**config.mk**
```make
export PLATFORM = sky130hd
export DESIGN_NAME = dma_chan_seq
export DESIGN_NICKNAME = d
export VERILOG_FILES = /design/src/rtl/dma_chan_pkg.sv /design/src/rtl/dma_ctrl_reg.sv /design/src/rtl/dma_addr_step.sv /design/src/rtl/dma_chan_seq.sv
export SDC_FILE = /design/constraint.sdc
export NUM_CORES = 1
export LEC_CHECK = 0
export ABC_AREA = 1
export BUFFER_PORTS_ARGS = -buffer_cell sky130_fd_sc_hd__buf_2
export CORE_ASPECT_RATIO = 1.75
export CORE_MARGIN = 4
export CORE_UTILIZATION = 55
export DETAILED_ROUTE_END_ITERATION = 8
export PLACE_DENSITY = 0.79
export SLEW_MARGIN = 0
export SYNTH_ARGS = -nofsm -noshare
export SYNTH_HDL_FRONTEND = slang
export SYNTH_SLANG_ARGS = --single-unit
```
**constraint.sdc**
```tcl
create_clock -name clk -period 3.35 [get_ports clk]
set_clock_uncertainty 0.1 [all_clocks]
set_input_delay 0.1675 -clock clk [delete_from_list [all_inputs] [get_ports clk]]
set_output_delay 0.1675 -clock clk [all_outputs]
set_load 0.02 [all_outputs]
```
**src/rtl/dma_chan_pkg.sv**
```systemverilog
package dma_chan_pkg;
  localparam int unsigned B_RUN     = 0;
  localparam int unsigned B_CHG     = 1;
  localparam int unsigned B_WIDE    = 2;
  localparam int unsigned B_TCEN    = 3;
  localparam int unsigned B_IEN     = 4;
  localparam int unsigned B_SYNC_LO = 5;
  localparam int unsigned B_PRIO    = 7;
  localparam int unsigned B_ISEL    = 8;
  localparam int unsigned B_SINC    = 9;
  localparam int unsigned B_SDEC    = 10;
  localparam int unsigned B_DINC    = 11;
  localparam int unsigned B_DDEC    = 12;
  localparam logic [15:0] CTRL_KEEP = 16'h1FFD;

  typedef enum logic [1:0] {
    PACE_FREE = 2'b00,
    PACE_SRC  = 2'b01,
    PACE_DST  = 2'b10,
    PACE_BAD  = 2'b11
  } pace_e;

  function automatic logic pace_illegal(pace_e p, logic isel);
    return (p == PACE_BAD) || (isel && (p != PACE_SRC));
  endfunction

  function automatic logic tc_in_force(pace_e p, logic tc_en);
    return tc_en || (p == PACE_FREE);
  endfunction
endpackage

```
**src/rtl/dma_ctrl_reg.sv**
```systemverilog
module dma_ctrl_reg
  import dma_chan_pkg::*;
(
  input  logic        clk,
  input  logic        rst_n,
  input  logic        wr_en,
  input  logic [15:0] wdata,
  input  logic        stop_hit,
  output logic [15:0] ctrl,
  output logic        bad_cfg
);
  logic [15:0] nxt;

  always_comb begin
    nxt        = wdata & CTRL_KEEP;
    nxt[B_RUN] = wdata[B_CHG] ? wdata[B_RUN] : ctrl[B_RUN];
  end

  always_ff @(posedge clk) begin
    if (!rst_n)        ctrl <= '0;
    else if (wr_en)    ctrl <= nxt;
    else if (stop_hit) ctrl[B_RUN] <= 1'b0;
  end

  assign bad_cfg = pace_illegal(pace_e'(ctrl[B_SYNC_LO +: 2]), ctrl[B_ISEL]);
endmodule

```
**src/rtl/dma_addr_step.sv**
```systemverilog
module dma_addr_step #(
  parameter int unsigned AW = 16
) (
  input  logic          clk,
  input  logic          rst_n,
  input  logic          load,
  input  logic [AW-1:0] load_val,
  input  logic          adv,
  input  logic          inc,
  input  logic          dec,
  input  logic          wide,
  output logic [AW-1:0] addr
);
  function automatic logic [AW-1:0] next_addr(logic [AW-1:0] a, logic up,
                                               logic dn, logic w);
    logic [AW-1:0] sz;
    sz = w ? AW'(2) : AW'(1);
    case ({up, dn})
      2'b10:   return a + sz;
      2'b01:   return a - sz;
      default: return a;
    endcase
  endfunction

  always_ff @(posedge clk) begin
    if (!rst_n)   addr <= '0;
    else if (load) addr <= load_val;
    else if (adv)  addr <= next_addr(addr, inc, dec, wide);
  end
endmodule

```
**src/rtl/dma_chan_seq.sv**
```systemverilog
module dma_chan_seq
  import dma_chan_pkg::*;
#(
  parameter int unsigned AW = 16,
  parameter int unsigned CW = 16
) (
  input  logic          clk,
  input  logic          rst_n,
  input  logic          cfg_we,
  input  logic [1:0]    cfg_sel,
  input  logic [15:0]   cfg_wdata,
  input  logic          ext_req,
  input  logic          int_req,
  input  logic          bus_ack,
  output logic          bus_req,
  output logic [AW-1:0] bus_src_addr,
  output logic [AW-1:0] bus_dst_addr,
  output logic          bus_wide,
  output logic          prio_hi,
  output logic          irq,
  output logic          cfg_err,
  output logic [15:0]   ctrl_q,
  output logic [CW-1:0] count_q
);
  localparam logic [CW-1:0] CNT_ONE = CW'(1);

  pace_e pace;
  logic  armed, qual_req, xfer_done, tc_hit, ctrl_wr;
  logic  [1:0] step_inc, step_dec, addr_ld;
  logic  [AW-1:0] addr_q [2];

  assign ctrl_wr = cfg_we && (cfg_sel == 2'd0);

  dma_ctrl_reg u_ctrl (
    .clk(clk), .rst_n(rst_n), .wr_en(ctrl_wr), .wdata(cfg_wdata),
    .stop_hit(tc_hit), .ctrl(ctrl_q), .bad_cfg(cfg_err)
  );

  assign pace      = pace_e'(ctrl_q[B_SYNC_LO +: 2]);
  assign armed     = ctrl_q[B_RUN] && !cfg_err;
  assign qual_req  = ctrl_q[B_ISEL] ? int_req : ext_req;
  assign bus_req   = armed && ((pace == PACE_FREE) || qual_req);
  assign xfer_done = bus_req && bus_ack;
  assign tc_hit    = xfer_done && (count_q == CNT_ONE) &&
                     tc_in_force(pace, ctrl_q[B_TCEN]);

  always_ff @(posedge clk) begin
    if (!rst_n) count_q <= '0;
    else if (cfg_we && (cfg_sel == 2'd1)) count_q <= CW'(cfg_wdata);
    else if (xfer_done) count_q <= count_q - CNT_ONE;
  end

  always_ff @(posedge clk) begin
    if (!rst_n)       irq <= 1'b0;
    else if (ctrl_wr) irq <= 1'b0;
    else if (tc_hit && ctrl_q[B_TCEN] && ctrl_q[B_IEN]) irq <= 1'b1;
  end

  assign step_inc = {ctrl_q[B_DINC], ctrl_q[B_SINC]};
  assign step_dec = {ctrl_q[B_DDEC], ctrl_q[B_SDEC]};
  assign addr_ld  = {cfg_we && (cfg_sel == 2'd3), cfg_we && (cfg_sel == 2'd2)};

  for (genvar side = 0; side < 2; side++) begin : g_side
    dma_addr_step #(.AW(AW)) u_addr (
      .clk(clk), .rst_n(rst_n), .load(addr_ld[side]),
      .load_val(AW'(cfg_wdata)), .adv(xfer_done),
      .inc(step_inc[side]), .dec(step_dec[side]), .wide(ctrl_q[B_WIDE]),
      .addr(addr_q[side])
    );
  end

  assign bus_src_addr = addr_q[0];
  assign bus_dst_addr = addr_q[1];
  assign bus_wide     = ctrl_q[B_WIDE];
  assign prio_hi      = ctrl_q[B_PRIO];
endmodule

```
==> results.sh <==
export IMPL_status="completed"
export IMPL_ctsHtreeMaxLevel=3
export IMPL_setup_violations=0
export IMPL_multi_input_area_um2=3321
export IMPL_hold_end="count_q[3]"
export IMPL_power_density_nw_per_um2=363.2
export IMPL_dp_slack_ns=0.8607
export IMPL_layout_setup_ws_ns=0.7616
export IMPL_cts_root_buf="clkbuf_16"
export IMPL_ys_seq_area_share_pct=22.86
export IMPL_hold_viol=0
export IMPL_p_clk_share_pct=43.7
export IMPL_comb_power_share_pct=20.4
export IMPL_clk_pin_slew_ns=0.05
export IMPL_rsz0062_at_grt="false"
export IMPL_cts_setup_buffers=0
export IMPL_tns_ns=0
export IMPL_dr_pass1_iters=5
export IMPL_rows=47
export IMPL_muxShareOfSynthArea_pct=0
export IMPL_r2r_start="u_ctrl.ctrl[9]"
export IMPL_ys_warn_count=0
export IMPL_nNetsFinal=1062
export IMPL_cp_max_fo=19
export IMPL_worstPathArrival_ns=2.67
export IMPL_netlist_instances=954
export IMPL_post_route_period_util_pct=77.27
export IMPL_maxSlewViolCount=0
export IMPL_cts_tree="yes"
export IMPL_synth_compound_area_share_pct=11.76
export IMPL_place_hpwl_um=13660
export IMPL_switching_share_pct=30.73
export IMPL_dieArea_um2=11420
export IMPL_io_pins=93
export IMPL_wl_um=17610
export IMPL_hold_class="input pin to flip-flop"
export IMPL_synth_cell_types=38
export IMPL_p_int_w=0.001530
export IMPL_path_class="flip-flop to flip-flop"
export IMPL_drive_above_1_share_pct=13.69
export IMPL_ys_ff_latch=61
export IMPL_fmax_mhz=386.3
export IMPL_cts_sinks=61
export IMPL_min_from="cfg_wdata[3]"
export IMPL_drt_iter0_drc=466
export IMPL_antenna_left=0
export IMPL_overflow=0
export IMPL_synth_xor_area_share_pct=3.115
export IMPL_synthTopCellsByArea="dfxtp_1, nand2_1, inv_1, nand3_1, nor2_1"
export IMPL_r2r_end="g_side[0].u_addr.addr[7]"
export IMPL_nFillCells=992
export IMPL_yosys_area_share_simple_pct=43.91
export IMPL_dp_cells=1137
export IMPL_leakage_nw=3.238
export IMPL_final_area_um2=6082
export IMPL_rrSetupSlack_ns=0.76
export IMPL_num_vias=6247
export IMPL_seqPwrFrac_pct=35.9
export IMPL_critPathLaunchType="flip-flop"
export IMPL_yosysTopAreaCellShare_pct=22.86
export IMPL_antenna_found_initial=0
export IMPL_cts_buffer_depth=2
export IMPL_ir_worst_vdd_mv=0.2853
export IMPL_grt_pass1_vias=5814
export IMPL_synth_area_per_cell_um2=5.600
export IMPL_cts_buffers=9
export IMPL_routed_via_density=5.418
export IMPL_final_min_clock_period_ns=2.588
export IMPL_ff_latch_area_um2=1221
export IMPL_relSlewSlack_pct=43.72
export IMPL_gp_congestion=1.066
export IMPL_cts_resized=0
export IMPL_avgRoutedWirePerCell_um=15.27
export IMPL_track_usage_pct=31.56
export IMPL_placed_cell_area_um2=5769
export IMPL_hold_depth=3
export IMPL_p_switching_w=0.0006789
export IMPL_cts_hold_buf=0
export IMPL_max_slew_worst_pin_slew_ns=0.8430
export IMPL_rr_worst_depth=15
export IMPL_yosys_area_share_adder_pct=3.091
export IMPL_grt_pass1_wl_um=28010
export IMPL_required_ns=3.43
export IMPL_maxCapViolCount=0
export IMPL_stdcell_count=1153
export IMPL_synth_top_family_by_area="simple AND/OR/NAND/NOR gates"
export IMPL_area_growth_pct=13.84
export IMPL_numPortBuffers=88
export IMPL_netlist_area_um2=5343
export IMPL_design_core_area_um2=9468
export IMPL_die_w_um=82.51
export IMPL_grt_max_degree=46
export IMPL_drc=0
export IMPL_whs_ns=0.02565
export IMPL_initial_core_util_pct=56.43
export IMPL_die_h_um=138.4
export IMPL_clk_latency_ns=0.33
export IMPL_cp_end_kind="flip-flop"
export IMPL_synth_top_area_cell="dfxtp_1"
==> state kept, by name (all words and copies together) (netlist names) <==
register	cells
count_q	16
g_side.u_addr.addr	32
irq	1
u_ctrl.ctrl	12
==> critical path: stages (launching register included) <==
cell,delay [ns]
dfxtp_1,0.31
inv_1,0.09
ha_1,0.15
buf_4,0.23
inv_1,0.12
nor2_1,0.22
ha_1,0.30
nand2_1,0.07
nand2_1,0.05
nand3_1,0.07
nand2_1,0.11
nand2_1,0.08
nand2_1,0.11
or2_2,0.29
nand3_1,0.07
a21oi_1,0.07
==> placed cells by master, fill, tap and decap left out, types with 3 or more instances in the layout <==
cell type / instances
dfxtp_1: 61
and2_1: 4
a31oi_1: 15
nor2_1: 99
conb_1: 4
xor2_1: 15
nand2_1: 315
nor2_2: 6
ha_1: 10
nand4_1: 8
clkbuf_16: 9
xnor2_1: 4
buf_4: 9
buf_2: 88
nand2_2: 5
clkbuf_8: 3
nor2_4: 7
nand3_1: 95
o22ai_1: 3
inv_1: 142
a211oi_1: 3
nor3_1: 6
inv_2: 7
a21oi_1: 60
o21ai_0: 32
==> logic make-up (layout without fill, tap and decap cells) <==
family	Yosys count	count (layout)
AOI/OAI and AO/OA	118	118
xor gates and xnor gates	19	19
DFF	61	61
and+or+nand+nor	553	553
other	1	5
adders and majority gates	12	12
buffers and inverters	190	263
==> cells in the mapped netlist <==
cell and instances:
clkinv_1 2, a31oi_1 15, o211ai_1 2, fa_1 2
xnor2_1 4, o21bai_1 1, a21oi_1 60, inv_1 142
nand3b_1 2, buf_1 1, nor2_4 7, or2_2 1
conb_1 1, buf_4 18, nand2_1 315, buf_2 7
nand4_1 8, nand2_2 5, clkbuf_1 10, a211oi_1 3
dfxtp_1 61, buf_6 3, inv_2 7, nor3_2 1
nand3_1 95, and2_1 4, nand2_4 1, or2_1 1
nor3b_1 1, ha_1 10, o21ai_0 32, nor2_2 6
o22ai_1 3, and3_2 1, nor3_1 6, nor2_1 99
xor2_1 15, o21ai_1 2
==> routing by layer <==
metal,wire (um),global-route usage [%],vias up
met4,1095,20.24,0
met5,0,0,-
met2,9231,55.58,246
li1,-,-,3122
met1,6224,33.98,2807
met3,1057,3.581,72
==> metrics by stage <==
| step | util [%] | total power (W) |
|---|---|---|
| global placement | 60.94 | 0.001245 |
| global route | 64.21 | 0.002302 |
| detailed placement | 60.94 | 0.001249 |
| finish | 64.24 | 0.002209 |
| CTS | 64.21 | 0.002207 |
| floorplan | - | 0.001124 |
==> worst max path at each step <==
| stage | startpoint | end | slack (ns) | cells past startpoint |
|---|---|---|---|---|
| 6_report | u_ctrl.ctrl[9] | g_side[0].u_addr.addr[7] | 0.76 | 15 |
| 2_1_floorplan | u_ctrl.ctrl[9] | g_side[0].u_addr.addr[7] | 1.00 | 16 |
| 3_3_place_gp | u_ctrl.ctrl[9] | g_side[0].u_addr.addr[7] | 0.90 | 15 |
| 5_1_grt | u_ctrl.ctrl[9] | g_side[0].u_addr.addr[7] | 0.57 | 15 |
| 3_5_place_dp | u_ctrl.ctrl[9] | g_side[0].u_addr.addr[7] | 0.86 | 15 |
| 4_1_cts | u_ctrl.ctrl[9] | g_side[0].u_addr.addr[7] | 0.80 | 15 |
==> power by group through the flow <==
stage / sequential (W) / clock (W) / combinational [W]
after floorplan: 0.000830 / 0 / 0.000295
after global placement: 0.000807 / 0 / 0.000438
after detailed placement: 0.000807 / 0 / 0.000441
after CTS: 0.000792 / 0.000970 / 0.000445
after global routing: 0.000797 / 0.00100 / 0.000500
final: 0.000793 / 0.000966 / 0.000450
==> cell type report <==
type / count / share of cell area, %
well taps: 122 / 2.510
flip-flops and latches: 61 / 20.08
clock buffers: 12 / 4.382
multi-input cells: 706 / 54.60
clock inverters: 3 / 0.7200
inverters: 151 / 9.319
diodes: 1 / 0.04114
repair buffers: 97 / 8.352
(Power assumes the default switching activity.)
